<file path="src/rtl/srp_pkg.sv">
package srp_pkg;
    typedef enum logic [2:0] {
        SEL_MCNT  = 3'd0,
        SEL_MLO   = 3'd1,
        SEL_MHI   = 3'd2,
        SEL_MPRIV = 3'd3,
        SEL_RCNT  = 3'd4,
        SEL_RADR  = 3'd5
    } cfg_sel_e;
endpackage

</file>
<file path="src/rtl/srp_mem_port.sv">
module srp_mem_port
    import srp_pkg::*;
#(
    parameter int DW = 32,
    parameter int CW = 16
) (
    input  logic            clk,
    input  logic            rst_n,
    input  logic            cfg_we,
    input  cfg_sel_e        cfg_sel,
    input  logic [DW-1:0]   cfg_wdata,
    input  logic            rd_stb,
    input  logic            rd_peek,
    output logic [2*DW-1:0] mem_addr,
    input  logic [DW-1:0]   mem_rdata,
    output logic [DW-1:0]   rd_data,
    output logic            rd_vld,
    output logic [CW-1:0]   left
);
    localparam int PB = DW - 1;

    typedef struct packed {
        logic [CW-1:0] cnt;
        logic [DW-1:0] lo;
        logic [DW-1:0] hi;
        logic [DW-1:0] priv;
        logic [DW-1:0] data;
        logic          vld;
    } st_t;

    st_t st_d, st_q;
    logic            priv_on;
    logic            adv;
    logic [2*DW-1:0] wide_nxt;

    always_comb begin
        priv_on  = st_q.priv[PB];
        mem_addr = priv_on ? {1'b0, st_q.priv[PB-1:0], st_q.lo} : {st_q.hi, st_q.lo};
        wide_nxt = {st_q.hi, st_q.lo} + (2*DW)'(4);
        adv      = rd_stb && !rd_peek && (st_q.cnt != '0);
        st_d     = st_q;
        st_d.vld = rd_stb;
        if (rd_stb) st_d.data = mem_rdata;
        if (adv) begin
            st_d.cnt = st_q.cnt - CW'(1);
            if (priv_on) st_d.lo = st_q.lo + DW'(4);
            else         {st_d.hi, st_d.lo} = wide_nxt;
        end
        if (cfg_we) begin
            case (cfg_sel)
                SEL_MCNT:  st_d.cnt  = cfg_wdata[CW-1:0];
                SEL_MLO:   st_d.lo   = cfg_wdata;
                SEL_MHI:   st_d.hi   = cfg_wdata;
                SEL_MPRIV: st_d.priv = cfg_wdata;
                default:   ;
            endcase
        end
    end

    always_ff @(posedge clk) begin
        if (!rst_n) st_q <= '0;
        else        st_q <= st_d;
    end

    assign rd_data = st_q.data;
    assign rd_vld  = st_q.vld;
    assign left    = st_q.cnt;


    mem_consume_chk: assert property (@(posedge clk) disable iff (!rst_n)
        rd_stb && !rd_peek && st_q.cnt != '0 && !cfg_we |=> st_q.cnt == $past(st_q.cnt) - CW'(1));

    priv_nocarry_chk: assert property (@(posedge clk) disable iff (!rst_n)
        rd_stb && !rd_peek && st_q.cnt != '0 && st_q.priv[PB] && !cfg_we |=> $stable(st_q.hi));

    mem_idle_hold_chk: assert property (@(posedge clk) disable iff (!rst_n)
        rd_stb && st_q.cnt == '0 && !cfg_we |=> $stable(st_q.lo) && $stable(st_q.hi) && st_q.cnt == '0);

    mem_peek_hold_chk: assert property (@(posedge clk) disable iff (!rst_n)
        rd_stb && rd_peek && !cfg_we |=> $stable(mem_addr) && $stable(st_q.cnt));

    mem_vld_chk: assert property (@(posedge clk) disable iff (!rst_n)
        rd_stb |=> rd_vld);
endmodule

</file>
<file path="src/rtl/srp_reg_port.sv">
module srp_reg_port
    import srp_pkg::*;
#(
    parameter int DW   = 32,
    parameter int CW   = 16,
    parameter int NREG = 1024,
    localparam int RAW = $clog2(NREG)
) (
    input  logic           clk,
    input  logic           rst_n,
    input  logic           cfg_we,
    input  cfg_sel_e       cfg_sel,
    input  logic [DW-1:0]  cfg_wdata,
    input  logic           rd_stb,
    input  logic           rd_peek,
    output logic [RAW-1:0] reg_addr,
    input  logic [DW-1:0]  reg_rdata,
    output logic [DW-1:0]  rd_data,
    output logic           rd_vld,
    output logic [CW-1:0]  left
);
    typedef struct packed {
        logic [CW-1:0] cnt;
        logic [DW-1:0] adr;
        logic [DW-1:0] data;
        logic          vld;
    } st_t;

    st_t  st_d, st_q;
    logic in_range;
    logic adv;

    always_comb begin
        reg_addr = st_q.adr[RAW-1:0];
        in_range = st_q.adr < DW'(NREG);
        adv      = rd_stb && !rd_peek && (st_q.cnt != '0);
        st_d     = st_q;
        st_d.vld = rd_stb;
        if (rd_stb) st_d.data = in_range ? reg_rdata : '0;
        if (adv) begin
            st_d.cnt = st_q.cnt - CW'(1);
            st_d.adr = st_q.adr + DW'(1);
        end
        if (cfg_we) begin
            case (cfg_sel)
                SEL_RCNT: st_d.cnt = cfg_wdata[CW-1:0];
                SEL_RADR: st_d.adr = cfg_wdata;
                default:  ;
            endcase
        end
    end

    always_ff @(posedge clk) begin
        if (!rst_n) st_q <= '0;
        else        st_q <= st_d;
    end

    assign rd_data = st_q.data;
    assign rd_vld  = st_q.vld;
    assign left    = st_q.cnt;


    reg_consume_chk: assert property (@(posedge clk) disable iff (!rst_n)
        rd_stb && !rd_peek && st_q.cnt != '0 && !cfg_we |=> st_q.adr == $past(st_q.adr) + DW'(1));

    reg_range_zero_chk: assert property (@(posedge clk) disable iff (!rst_n)
        rd_stb && st_q.adr >= DW'(NREG) |=> rd_data == '0);

    reg_peek_hold_chk: assert property (@(posedge clk) disable iff (!rst_n)
        rd_stb && rd_peek && !cfg_we |=> $stable(st_q.adr) && $stable(st_q.cnt));

    reg_vld_chk: assert property (@(posedge clk) disable iff (!rst_n)
        !rd_stb |=> !rd_vld);
endmodule

</file>
<file path="src/rtl/stream_rd_ports.sv">
module stream_rd_ports
    import srp_pkg::*;
#(
    parameter int DW   = 32,
    parameter int CW   = 16,
    parameter int NREG = 1024,
    localparam int RAW = $clog2(NREG)
) (
    input  logic            clk,
    input  logic            rst_n,
    input  logic            cfg_we,
    input  logic [2:0]      cfg_sel,
    input  logic [DW-1:0]   cfg_wdata,
    input  logic            mem_rd,
    input  logic            reg_rd,
    input  logic            rd_peek,
    output logic [2*DW-1:0] mem_addr,
    input  logic [DW-1:0]   mem_rdata,
    output logic [DW-1:0]   mem_data,
    output logic            mem_vld,
    output logic [CW-1:0]   mem_left,
    output logic [RAW-1:0]  reg_addr,
    input  logic [DW-1:0]   reg_rdata,
    output logic [DW-1:0]   reg_data,
    output logic            reg_vld,
    output logic [CW-1:0]   reg_left
);
    cfg_sel_e sel;
    assign sel = cfg_sel_e'(cfg_sel);

    srp_mem_port #(.DW(DW), .CW(CW)) u_mem (
        .clk(clk), .rst_n(rst_n), .cfg_we(cfg_we), .cfg_sel(sel), .cfg_wdata(cfg_wdata),
        .rd_stb(mem_rd), .rd_peek(rd_peek), .mem_addr(mem_addr), .mem_rdata(mem_rdata),
        .rd_data(mem_data), .rd_vld(mem_vld), .left(mem_left)
    );

    srp_reg_port #(.DW(DW), .CW(CW), .NREG(NREG)) u_reg (
        .clk(clk), .rst_n(rst_n), .cfg_we(cfg_we), .cfg_sel(sel), .cfg_wdata(cfg_wdata),
        .rd_stb(reg_rd), .rd_peek(rd_peek), .reg_addr(reg_addr), .reg_rdata(reg_rdata),
        .rd_data(reg_data), .rd_vld(reg_vld), .left(reg_left)
    );
endmodule

</file>
<file path="config.mk">
export PLATFORM = sky130hd
export DESIGN_NAME = stream_rd_ports
export DESIGN_NICKNAME = d
export VERILOG_FILES = /design/src/rtl/srp_pkg.sv /design/src/rtl/srp_mem_port.sv /design/src/rtl/srp_reg_port.sv /design/src/rtl/stream_rd_ports.sv
export SDC_FILE = /design/constraint.sdc
export NUM_CORES = 1
export LEC_CHECK = 0
export ABC_CLOCK_PERIOD_IN_PS = 3400
export BUFFER_PORTS_ARGS = -buffer_cell sky130_fd_sc_hd__buf_2
export CAP_MARGIN = 10
export CORE_UTILIZATION = 45
export CTS_BUF_LIST = sky130_fd_sc_hd__clkbuf_16
export CTS_CLUSTER_SIZE = 40
export DETAILED_ROUTE_END_ITERATION = 7
export PLACE_DENSITY_LB_ADDON = 0.1
export SYNTH_ARGS = -nofsm -noshare
export SYNTH_HDL_FRONTEND = slang
export SYNTH_SLANG_ARGS = --single-unit
</file>
<file path="constraint.sdc">
create_clock -name clk -period 3.4 [get_ports clk]
set_input_delay 0.17 -clock clk [delete_from_list [all_inputs] [get_ports clk]]
set_output_delay 0.17 -clock clk [all_outputs]
set_load 0.01 [all_outputs]
</file>
### Yosys cells after proc, flatten, opt, wreduce, memory -nomap -nowiden

Cells that the tools add are included.

| storage, ports and cells | value |
|---|---|
| output and inout port bits | 172 |
| logic and storage cells | 44 |
| bits of input ports | 105 |
| register bits | 226 |

| operators by class | value |
|---|---|
| add/sub/neg operators | 5 |
| muxes and demuxes | 14 |
| reduce and logical (&&, ||, !) cells | 9 |
| equality and inequality tests | 5 |
| magnitude comparators | 1 |

Operators by type and width:

| kind | number |
|---|---|
| $mux 32 | 7 |
| $mux 112 | 1 |
| $mux 48 | 2 |
| $mux 80 | 1 |
| $add 64x3->64 const B | 1 |
| $mux 64 | 1 |
| $add 32x1->32 const B | 1 |
| $add 32x3->32 const B | 1 |
| $lt 32x11->1 const B | 1 |
| $mux 16 | 2 |
| $reduce_bool 16->1 | 2 |
| $sub 16x1->16 const B | 2 |
| $eq 3x2->1 const B | 2 |
| $eq 3x3->1 const B | 2 |
| $logic_and 1x1->1 | 4 |
| $eq 3x1->1 const B | 1 |
| $logic_not 3->1 | 1 |
| $reduce_and 2->1 | 1 |
| $logic_not 1->1 | 1 |

### Longest topological paths before layout

Gate-level depths: netlist of run 1.

| depth | value |
|---|---|
| depth after elaboration | 6 |
| gate-level depth with buffers | 9 |
| mapped depth without buffers | 8 |

### Cells and area by module

Synthesis of run 1 repeated with hierarchy kept, for this count alone.

| unflattened totals | value |
|---|---|
| cell total of the unflattened synthesis | 1484 |
| area total of the unflattened synthesis | 12308.1 µm² |

Modules (own cells, without submodules):

| module | sequential area each (µm²) | cells an instance | area each (µm²) | instances |
|---|---|---|---|---|
| srp_mem_port | 2902.8 | 941 | 7931.4 | 1 |
| srp_reg_port | 1621.6 | 543 | 4376.7 | 1 |

### Worst setup path before layout of run 1

OpenSTA, ideal clock, no wires.

| timing path | value |
|---|---|
| kind | flip-flop to flip-flop |
| start point | reg u_mem.st_q, in the netlist u_mem.left[0] |
| end point | reg u_mem.st_q[127] (netlist name) |
| period minus slack after synthesis | 2.135 ns |
| required time | 3.267 ns |
| setup slack | 1.265 ns |
| library setup time | 0.133 ns |
| path buffers | 1 |
| arrival | 2.002 ns |
| stages on the path, launching flop included | 10 |
| cells stage by stage | dfxtp_1 > inv_1 > ha_1 > nor3b_1 > and4_1 > buf_6 > or4_4 > nor3_2 > xnor2_1 > a21oi_1 |

| on the way | value |
|---|---|
| word-level cells in the longest chain between the ends | 5 |

RTL lines:

| element | line | RTL |
|---|---|---|
| from (decl) | srp_mem_port.sv:31 | `st_t st_d, st_q;` |
| from (signal assigned) | srp_mem_port.sv:62 | `else st_q <= st_d;` |
| $reduce_bool 16->1 * | srp_mem_port.sv:40 | `adv = rd_stb && !rd_peek && (st_q.cnt != '0);` |
| $logic_and 1x1->1 * | srp_mem_port.sv:40 |  |
| $mux 80 * | srp_mem_port.sv:44 | `if (adv) begin` |
| $mux 32 | srp_mem_port.sv:50 | `case (cfg_sel)` |
| $mux 112 * | srp_mem_port.sv:49 | `if (cfg_we) begin` |

Every way passes the cells marked *; elsewhere a longest branch is shown, timed or not.
A chain may end at the register's enable or synchronous reset.

### Worst setup path in the final report of run 1

| timing path | value |
|---|---|
| start point | reg u_reg.st_q, in the netlist u_reg.left[0] |
| end point | reg u_reg.st_q[55] (netlist name) |

| on the way | value |
|---|---|
| word-level cells in the longest chain between the ends | 5 |

RTL lines:

| element | line | RTL |
|---|---|---|
| from (decl) | srp_reg_port.sv:29 | `st_t st_d, st_q;` |
| from (signal assigned) | srp_reg_port.sv:55 | `else st_q <= st_d;` |
| $reduce_bool 16->1 * | srp_reg_port.sv:36 | `adv = rd_stb && !rd_peek && (st_q.cnt != '0);` |
| $logic_and 1x1->1 * | srp_reg_port.sv:36 |  |
| $mux 48 * | srp_reg_port.sv:40 | `if (adv) begin` |
| $mux 32 | srp_reg_port.sv:45 | `case (cfg_sel)` |
| $mux 48 * | srp_reg_port.sv:44 | `if (cfg_we) begin` |

Marks and branches as above.

==> results of run 1 <==
## kinds of logic (layout without fill, tap and decap cells)
family / count (synthesis) / after routing / synth area share, %
AOI/OAI and AO/OA: 332 / 332 / 15.3
xor gates and xnor gates: 114 / 114 / 8.40
adders and majority gates: 6 / 6 / 0.631
buffers and inverters: 231 / 441 / 11.8
DFF: 226 / 226 / 38.1
muxes: 64 / 64 / 5.68
and+or+nand+nor: 462 / 462 / 20.2
## synthesized netlist by cell type, types with 4 or more instances
master / n
dfxtp_1: 226
a21oi_1: 152
buf_4: 138
o21ai_0: 122
nand2_1: 118
nor2_1: 104
clkbuf_1: 65
xor2_1: 64
xnor2_1: 50
nand3_1: 48
nor2b_1: 40
mux2i_1: 36
nand4_1: 34
mux2_2: 28
a21boi_0: 27
and3_1: 21
nor4_1: 21
nor3_1: 19
and4_1: 13
inv_1: 13
buf_1: 8
or4_1: 7
a31oi_1: 6
and2_1: 6
buf_2: 6
ha_1: 6
o211ai_1: 6
a211oi_1: 5
nand2b_1: 5
nand3b_1: 4
## flip-flops by register name (all words and copies together) (netlist names)
register / cells
u_mem.st_q: 95
u_mem.priv_on: 1
u_mem.rd_data: 32
u_reg.left: 16
u_reg.rd_data: 32
u_mem.left: 16
u_mem.rd_vld: 1
u_reg.rd_vld: 1
u_reg.reg_addr: 10
u_reg.st_q: 22
## cell usage in the layout (no fill, tap or decap), types with 7 or more instances in the layout
cell             n
or4_1            7
and3_1          21
nand3_1         46
dlygate4sd3_1   92
xnor2_1         50
inv_1           16
buf_2          275
o21ai_0        122
nor3_1          19
nand4_1         34
nor4_1          21
nor2_1         103
xor2_1          64
dfxtp_1        226
nand2_1        117
buf_4           16
clkinv_1         9
mux2i_1         36
nor2b_1         40
a21oi_1        152
and4_1          13
mux2_2          28
clkbuf_16       27
a21boi_0        27
## power by group through the flow
stage / sequential, mW / clock (mW) / combinational, mW
after floorplan: 2.99 / 0 / 0.898
after global placement: 3.03 / 0 / 1.10
after detailed placement: 3.03 / 0 / 1.11
after CTS: 2.98 / 2.66 / 1.20
after global routing: 3.00 / 2.77 / 1.32
final: 2.98 / 2.60 / 1.20
## metal layers
metal | up-vias | part of all wire (%) | track usage (%)
li1 | 5241 | - | -
met1 | 4996 | 47 | 36.0
met2 | 360 | 45 | 39.4
met3 | 43 | 6.3 | 3.49
met4 | 0 | 1.8 | 5.30
met5 | - | 0 | 0
## final cells by class
class                      count  area share (%)
sequential                   226            31.9
timing repair buffer         383            17.1
clock buffer                  27            4.77
clock inverter                18           0.698
multi-input combinational    978            42.2
tap                          335            2.96
inverter                      13           0.344
## timing repair
item | in CTS | in global routing
hold buffers | 92 | 0
hold endpoints to repair | 98 | 0
resized for setup | 0 | 0
## worst max-delay path: cells and delay by family (launching register included)
kind	cells	cell delay, ps
adders and majority gates	1	150
AOI/OAI and AO/OA	2	660
and+or+nand+nor	3	1080
DFF	1	330
xor gates and xnor gates	1	160
buffers and inverters	1	100
## worst min path at each step
stage	slack [ps]	endpoint	startpoint	cells past startpoint
after floorplan	310	u_mem.st_q[59]	cfg_wdata[26]	2
after global placement	400	u_reg.rd_data[5]	reg_rdata[5]	3
after detailed placement	400	u_reg.rd_data[28]	reg_rdata[28]	3
after CTS	2	u_mem.st_q[44]	cfg_wdata[11]	3
after global routing	5	u_mem.st_q[44]	cfg_wdata[11]	3
final	20	u_mem.st_q[41]	cfg_wdata[8]	3
## metrics by stage
| step | total power [mW] | util (%) | hold WS [ps] | std cells | worst slack [ps] |
|---|---|---|---|---|---|
| 6_report | 6.78 | 54.5 | 19.1 | 1980 | 767 |
| 5_1_grt | 7.09 | 54.5 | 5.06 | 1980 | 502 |
| 4_1_cts | 6.84 | 54.5 | 1.85 | 1980 | 795 |
| 3_5_place_dp | 4.14 | 48.0 | 403 | 1843 | 821 |
| 3_3_place_gp | 4.13 | 48.0 | 396 | 1843 | 949 |
| 2_1_floorplan | 3.89 | - | 306 | 1435 | 1270 |
==> reports/metrics.csv, run 1 <==
stage;metric;value;unit
setup_path;ff2ff_path_depth;8;
finish;multiInputGateArea;5980;sq um
min_path;hp-class;in2reg;
timing;rsz0062_at_grt;no;
timing;fmax;0.380;GHz
grt;grt_max_degree;72;
grt;grt_overflow;0;
floorplanning;core_area;26000;sq um
grt;antenna_found_initial;0;
outcome;status;finished clean;
synth;synthCells;1435;
timing;hold_viol;0;
timing;setup_viol;0;
synth;ys_types;54;
power_and_ir_drop;power_per_cell_area;479;nW/um^2
power_and_ir_drop;p_sw_share;28.9;%
synth;synth_edf_count;0;
clock_network;cts_buffers;26;
finish;fin_area;14200;sq um
floorplanning;chipWidth;165;microns
finish;finalNetCount;1739;
setup_path;crit_required;3780;ps
synth;ys_ff_latch;226;
setup_path;cp-start-kind;register;
clock_network;clock-root-buffer;clkbuf_16;
timing;relSlewSlack;29.2;%
setup_path;rrSetupSlack;770;ps
setup_path;rr_startpoint;u_reg.left[0];
timing;fin_skew;8.58;ps
setup_path;crit_end;u_reg.st_q[55];
detailed_routing;drc;0;
synth;yosys_most_used_dff;dfxtp_1;
synth;yosysTopAreaCell;dfxtp_1;
setup_path;worst-setup-path-type;reg2reg;
synth;syn-num-nets;1546;
clock_network;cts_tree;done;
placed_design;gp_congestion;0.834;
synth;yosys-top-cells-area;dfxtp_1 (38%), buf_4 (8.7%), a21oi_1 (6.4%);
power_and_ir_drop;combPwrFrac;17.7;%
run;cap_violations;0;
finish;drive_gt1_share;22.4;%
clock_network;cts_buffer_depth;3;
detailed_routing;wl_per_cell;17.9;microns
detailed_routing;wl;35400;microns
setup_path;timing.rr.end;u_reg.st_q[55];
placed_design;place_area;12500;sq um
timing;fin_tns_setup;0;ps
grt;track_usage;25.0;%
synth;ys_async_sr_fraction;0;%
synth;syn_area;11900;sq um
detailed_routing;first_pass_iters;5;
placed_design;io_buffers;276;
detailed_routing;num_vias;10600;
grt;grt_pass1_vias;9425;
finish;regArea;4520;sq um
clock_network;cts.sinks;226;
finish;fillers;2471;
power_and_ir_drop;power.leakage;5.83;nW
floorplanning;io_pins;277;
floorplanning;die_area;27100;sq um
synth;synth_top_area_share;38.1;%
timing;fin_crit_sh;77.4;%
synth;synth_seq_area_share;38.1;%
detailed_routing;drtIter0Drc;869;
power_and_ir_drop;p_int;4.82;mW
power_and_ir_drop;power.share.clock;38.4;%
floorplanning;initial_core_util;45.8;%
synth;yosysWarnings;0;
timing;period_minus_slack;2630;ps
timing;tightest_slew;1060;ps
floorplanning;rows;59;
placed_design;hpwl;23700;microns
clock_network;clkLatencyLatePin;530;ps
setup_path;cp_slowest_stage_delay;580;ps
finish;antenna_cells;0;
clock_network;htreeDepth;1;
setup_path;arrival;3020;ps
setup_path;crit_start;u_reg.left[0];
finish;area_growth;19.1;%
power_and_ir_drop;seqPwrFrac;43.9;%
floorplanning;die_y;165;microns
setup_path;worst_path_max_delay_cell;o211ai_1;
clock_network;post_cts_buffers;0;
clock_network;clkTransAtPathRegs;60;ps
detailed_routing;postRouteAntennaNets;0;
setup_path;endpoint_kind;register;
setup_path;crit_fanout;6;
power_and_ir_drop;max-vdd-ir-drop;0.335;mV
detailed_routing;viasPerCell;5.37;
timing;slew_violations;0;
setup_path;path_cells;inv_1 -> ha_1 -> nor4b_1 -> nand3_1 -> o211ai_1 -> nor3_1 -> xnor2_1 -> a21oi_1;
synth;synth_area_per_cell;8.29;sq um
power_and_ir_drop;p_sw;1.96;mW
grt;grt_pass1_wl;52900;microns
(Power assumes the default switching activity.)
==> inputs of run 2 (changes only) <==
Settings changed: ABC_AREA set to 1, ABC_CLOCK_PERIOD_IN_PS 3400 to 2300.
Clock period 3.4 ns to 2.3 ns, I/O delays scaled along.
==> run 2 against run 1 <==
Against the previous run: via count grew 41%; critical endpoint is now u_mem.st_q[111]; fmax grew 28%; largest power group unchanged; final cell count grew 48%.
==> reports/metrics.csv, run 2 <==
stage;metric;value;unit;change
floorplanning;rows;64;;+8.5%
timing;setup_viol;0;;unchanged
clock_network;cts_buffers;28;;+7.7%
grt;grt_overflow;0;;unchanged
synth;synth_seq_area_share;31.7;%;-6.4 points
clock_network;post_cts_buffers;0;;unchanged
power_and_ir_drop;power.leakage;8.49;nW;+46%
setup_path;worst_path_max_delay_cell;dfxtp_1;;
clock_network;cts_resized;0;;unchanged
timing;slew_violations;0;;unchanged
clock_network;cts_buffer_depth;3;;unchanged
detailed_routing;postRouteAntennaNets;0;;unchanged
detailed_routing;first_pass_iters;6;;+1
timing;hold_viol;0;;unchanged
detailed_routing;drc;0;;unchanged
detailed_routing;drtIter0Drc;1269;;+46%
synth;syn-num-nets;2405;;+56%
detailed_routing;wl;49300;microns;+39%
detailed_routing;highest_layer;met4;;
setup_path;path_cells;inv_1 -> ha_1 -> nand2_1 -> nor2_1 -> nand2_2 -> nand2_4 -> nor2_1 -> nand2_1 -> xor2_1 -> nand2_1 -> nand2_1 -> inv_1;;
grt;grt_pass1_vias;13800;;+46%
placed_design;gp_congestion;0.946;;+13%
synth;yosysMostFrequentCell;nand2_1;;
timing;period_minus_slack;2050;ps;-584 ps
finish;fin_area;16900;sq um;+19%
detailed_routing;num_vias;15000;;+41%
floorplanning;io_pins;277;;unchanged
grt;track_usage;29.7;%;+4.7 points
finish;largest-register;u_mem.st_q;;
synth;synthCells;2294;;+60%
grt;antenna_found_initial;2;;+2
floorplanning;die_area;32500;sq um;+20%
clock_network;cts_tree;done;;
grt;grt_pass1_wl;76500;microns;+45%
synth;ys_async_sr_fraction;0;%;unchanged
finish;drive_gt1_share;17.4;%;-5.1 points
finish;area_growth;18.4;%;
setup_path;crit_buf_inv;2;;+1
setup_path;worst-setup-path-type;reg2reg;;
finish;fin_cells;2927;;+48%
placed_design;pre_cts_ws;277;ps;-544 ps
synth;ys_ff_latch;226;;unchanged
placed_design;placedCellCount;2790;;+51%
run;cap_violations;0;;unchanged
placed_design;place_area;15200;sq um;+22%
synth;yosys-top-cells-area;dfxtp_1 (32%), nand2_1 (13%), o21ai_0 (8.8%);;
setup_path;path_delay_family;simple AND/OR/NAND/NOR gates;;
timing;fin_skew;21.7;ps;+13.2 ps
clock_network;htreeDepth;1;;unchanged
clock_network;cts.sinks;226;;unchanged
detailed_routing;met1Wirelength;21900;microns;+32%
synth;synth_common_cells;nand2_1 (482), nor2_1 (317), inv_1 (310), o21ai_0 (252), dfxtp_1 (226);;
outcome;status;finished clean;;
setup_path;crit_fanout;19;;+13
finish;finalNetCount;2620;;+51%
setup_path;crit_required;2760;ps;-1020 ps
clock_network;clkLatencyLatePin;560;ps;+30 ps
synth;synth_edf_count;0;;unchanged
floorplanning;initial_core_util;46.2;%;+0.45 points
power_and_ir_drop;power_per_cell_area;659;nW/um^2;+38%
finish;final_cell_mix;nand2_1 (482), nor2_1 (317), inv_1 (313);;
timing;rsz0062_at_grt;no;;
synth;synth_area_per_cell;6.23;sq um;-25%
setup_path;cp-start-kind;register;;
clock_network;clkTransAtPathRegs;60;ps;about the same
finish;largest_register_ffs;95;;unchanged
grt;grt_max_degree;68;;-5.6%
power_and_ir_drop;power;11.1;mW;+64%
synth;synth_top_area_share;31.7;%;-6.4 points
timing;fin_crit_sh;89.1;%;+12 points
timing;fmax;0.488;GHz;+28%
floorplanning;core_area;30900;sq um;+19%
timing;relSlewSlack;33.9;%;+4.7 points
detailed_routing;wl_per_cell;16.9;microns;-5.8%
setup_path;critPathMostFrequentCell;nand2_1;;
synth;ys_types;38;;-30%
power_and_ir_drop;max-vdd-ir-drop;0.555;mV;+66%
timing;layout_setup_ws;250;ps;-516 ps
synth;yosysTopAreaCell;dfxtp_1;;
min_path;hp-class;in2reg;;
synth;syn_area;14300;sq um;+20%
synth;yosys_most_used_dff;dfxtp_1;;
placed_design;hpwl;35500;microns;+50%
detailed_routing;wl_met3;3300;microns;+48%
timing;fin_tns_setup;0;ps;unchanged
setup_path;cp_slowest_stage_delay;370;ps;-210 ps
detailed_routing;met2_length;22800;microns;+42%
timing;tightest_slew;990;ps;-68.4 ps
floorplanning;die_y;180;microns;+9.5%
synth;yosysWarnings;0;;unchanged
clock_network;clock-root-buffer;clkbuf_16;;
floorplanning;chipWidth;180;microns;+9.5%
detailed_routing;viasPerCell;5.12;;-4.8%
placed_design;io_buffers;276;;unchanged
finish;layout_commonest_cell;nand2_1;;
setup_path;endpoint_kind;register;;
setup_path;arrival;2510;ps;-510 ps
-- run 2: worst min-delay path, stage by stage --
cell and delay, ps:
buf_2 190, o21ai_0 110, inv_1 50, nand2_1 50, inv_1 40
-- run 2: cells by family (layout without fill, tap and decap cells) --
| kind of cell | after synthesis | after routing | share of synthesized area, % |
|---|---|---|---|
| AO/OA/AOI/OAI | 358 | 358 | 13.6 |
| buffers and inverters | 548 | 784 | 18.6 |
| other | 0 | 1 | 0 |
| XOR/XNOR | 27 | 27 | 1.66 |
| flip-flops | 226 | 226 | 31.7 |
| adder cells (fa/ha/maj) | 6 | 6 | 0.526 |
| AND/OR/NAND/NOR | 1129 | 1129 | 33.9 |
-- run 2: where the power goes --
part	internal [mW]	switching [mW]	leakage, nW
clock network	2.55	1.81	0.453
registers	4.18	0.239	1.85
logic	0.893	1.47	6.19
-- run 2: metrics by stage --
step	util (%)	hold slack, ps
after global placement	49.0	337
final	54.7	25.5
after global routing	54.7	32.6
after CTS	54.7	10.1
after detailed placement	49.0	342
after floorplan	-	250
-- run 2: layer usage --
metal	GRT usage, %	vias up
met5	0	-
met4	8.99	0
met3	5.01	83
met2	49.9	548
met1	38.8	6805
li1	-	7541
-- run 2: worst paths after layout --
check | end | depth (start not counted) | slack, ps | start
worst min register to register | u_mem.st_q[58] | 2 | 480 | u_mem.st_q[58]
worst min-delay path | u_mem.st_q[88] | 5 | 30 | cfg_wdata[23]
worst max register to register | u_mem.st_q[111] | 12 | 250 | u_mem.left[0]
worst max-delay path | u_mem.st_q[111] | 12 | 250 | u_mem.left[0]
-- run 2: final cells by class --
type | instances | area, sq um
Multi-Input combinational cell | 1520 | 7110
Tap cell | 396 | 495
Timing Repair Buffer | 413 | 2680
Clock inverter | 23 | 196
Clock buffer | 28 | 701
Sequential cell | 226 | 4530
Antenna cell | 1 | 2.50
Inverter | 320 | 1200
Fill cell | 3159 | 14000
-- run 2: repair_timing --
| action | 4_1_cts | 5_1_grt |
|---|---|---|
| setup endpoints to repair | 0 | 0 |
| hold buffers | 85 | 0 |
| hold endpoints to repair | 99 | 0 |
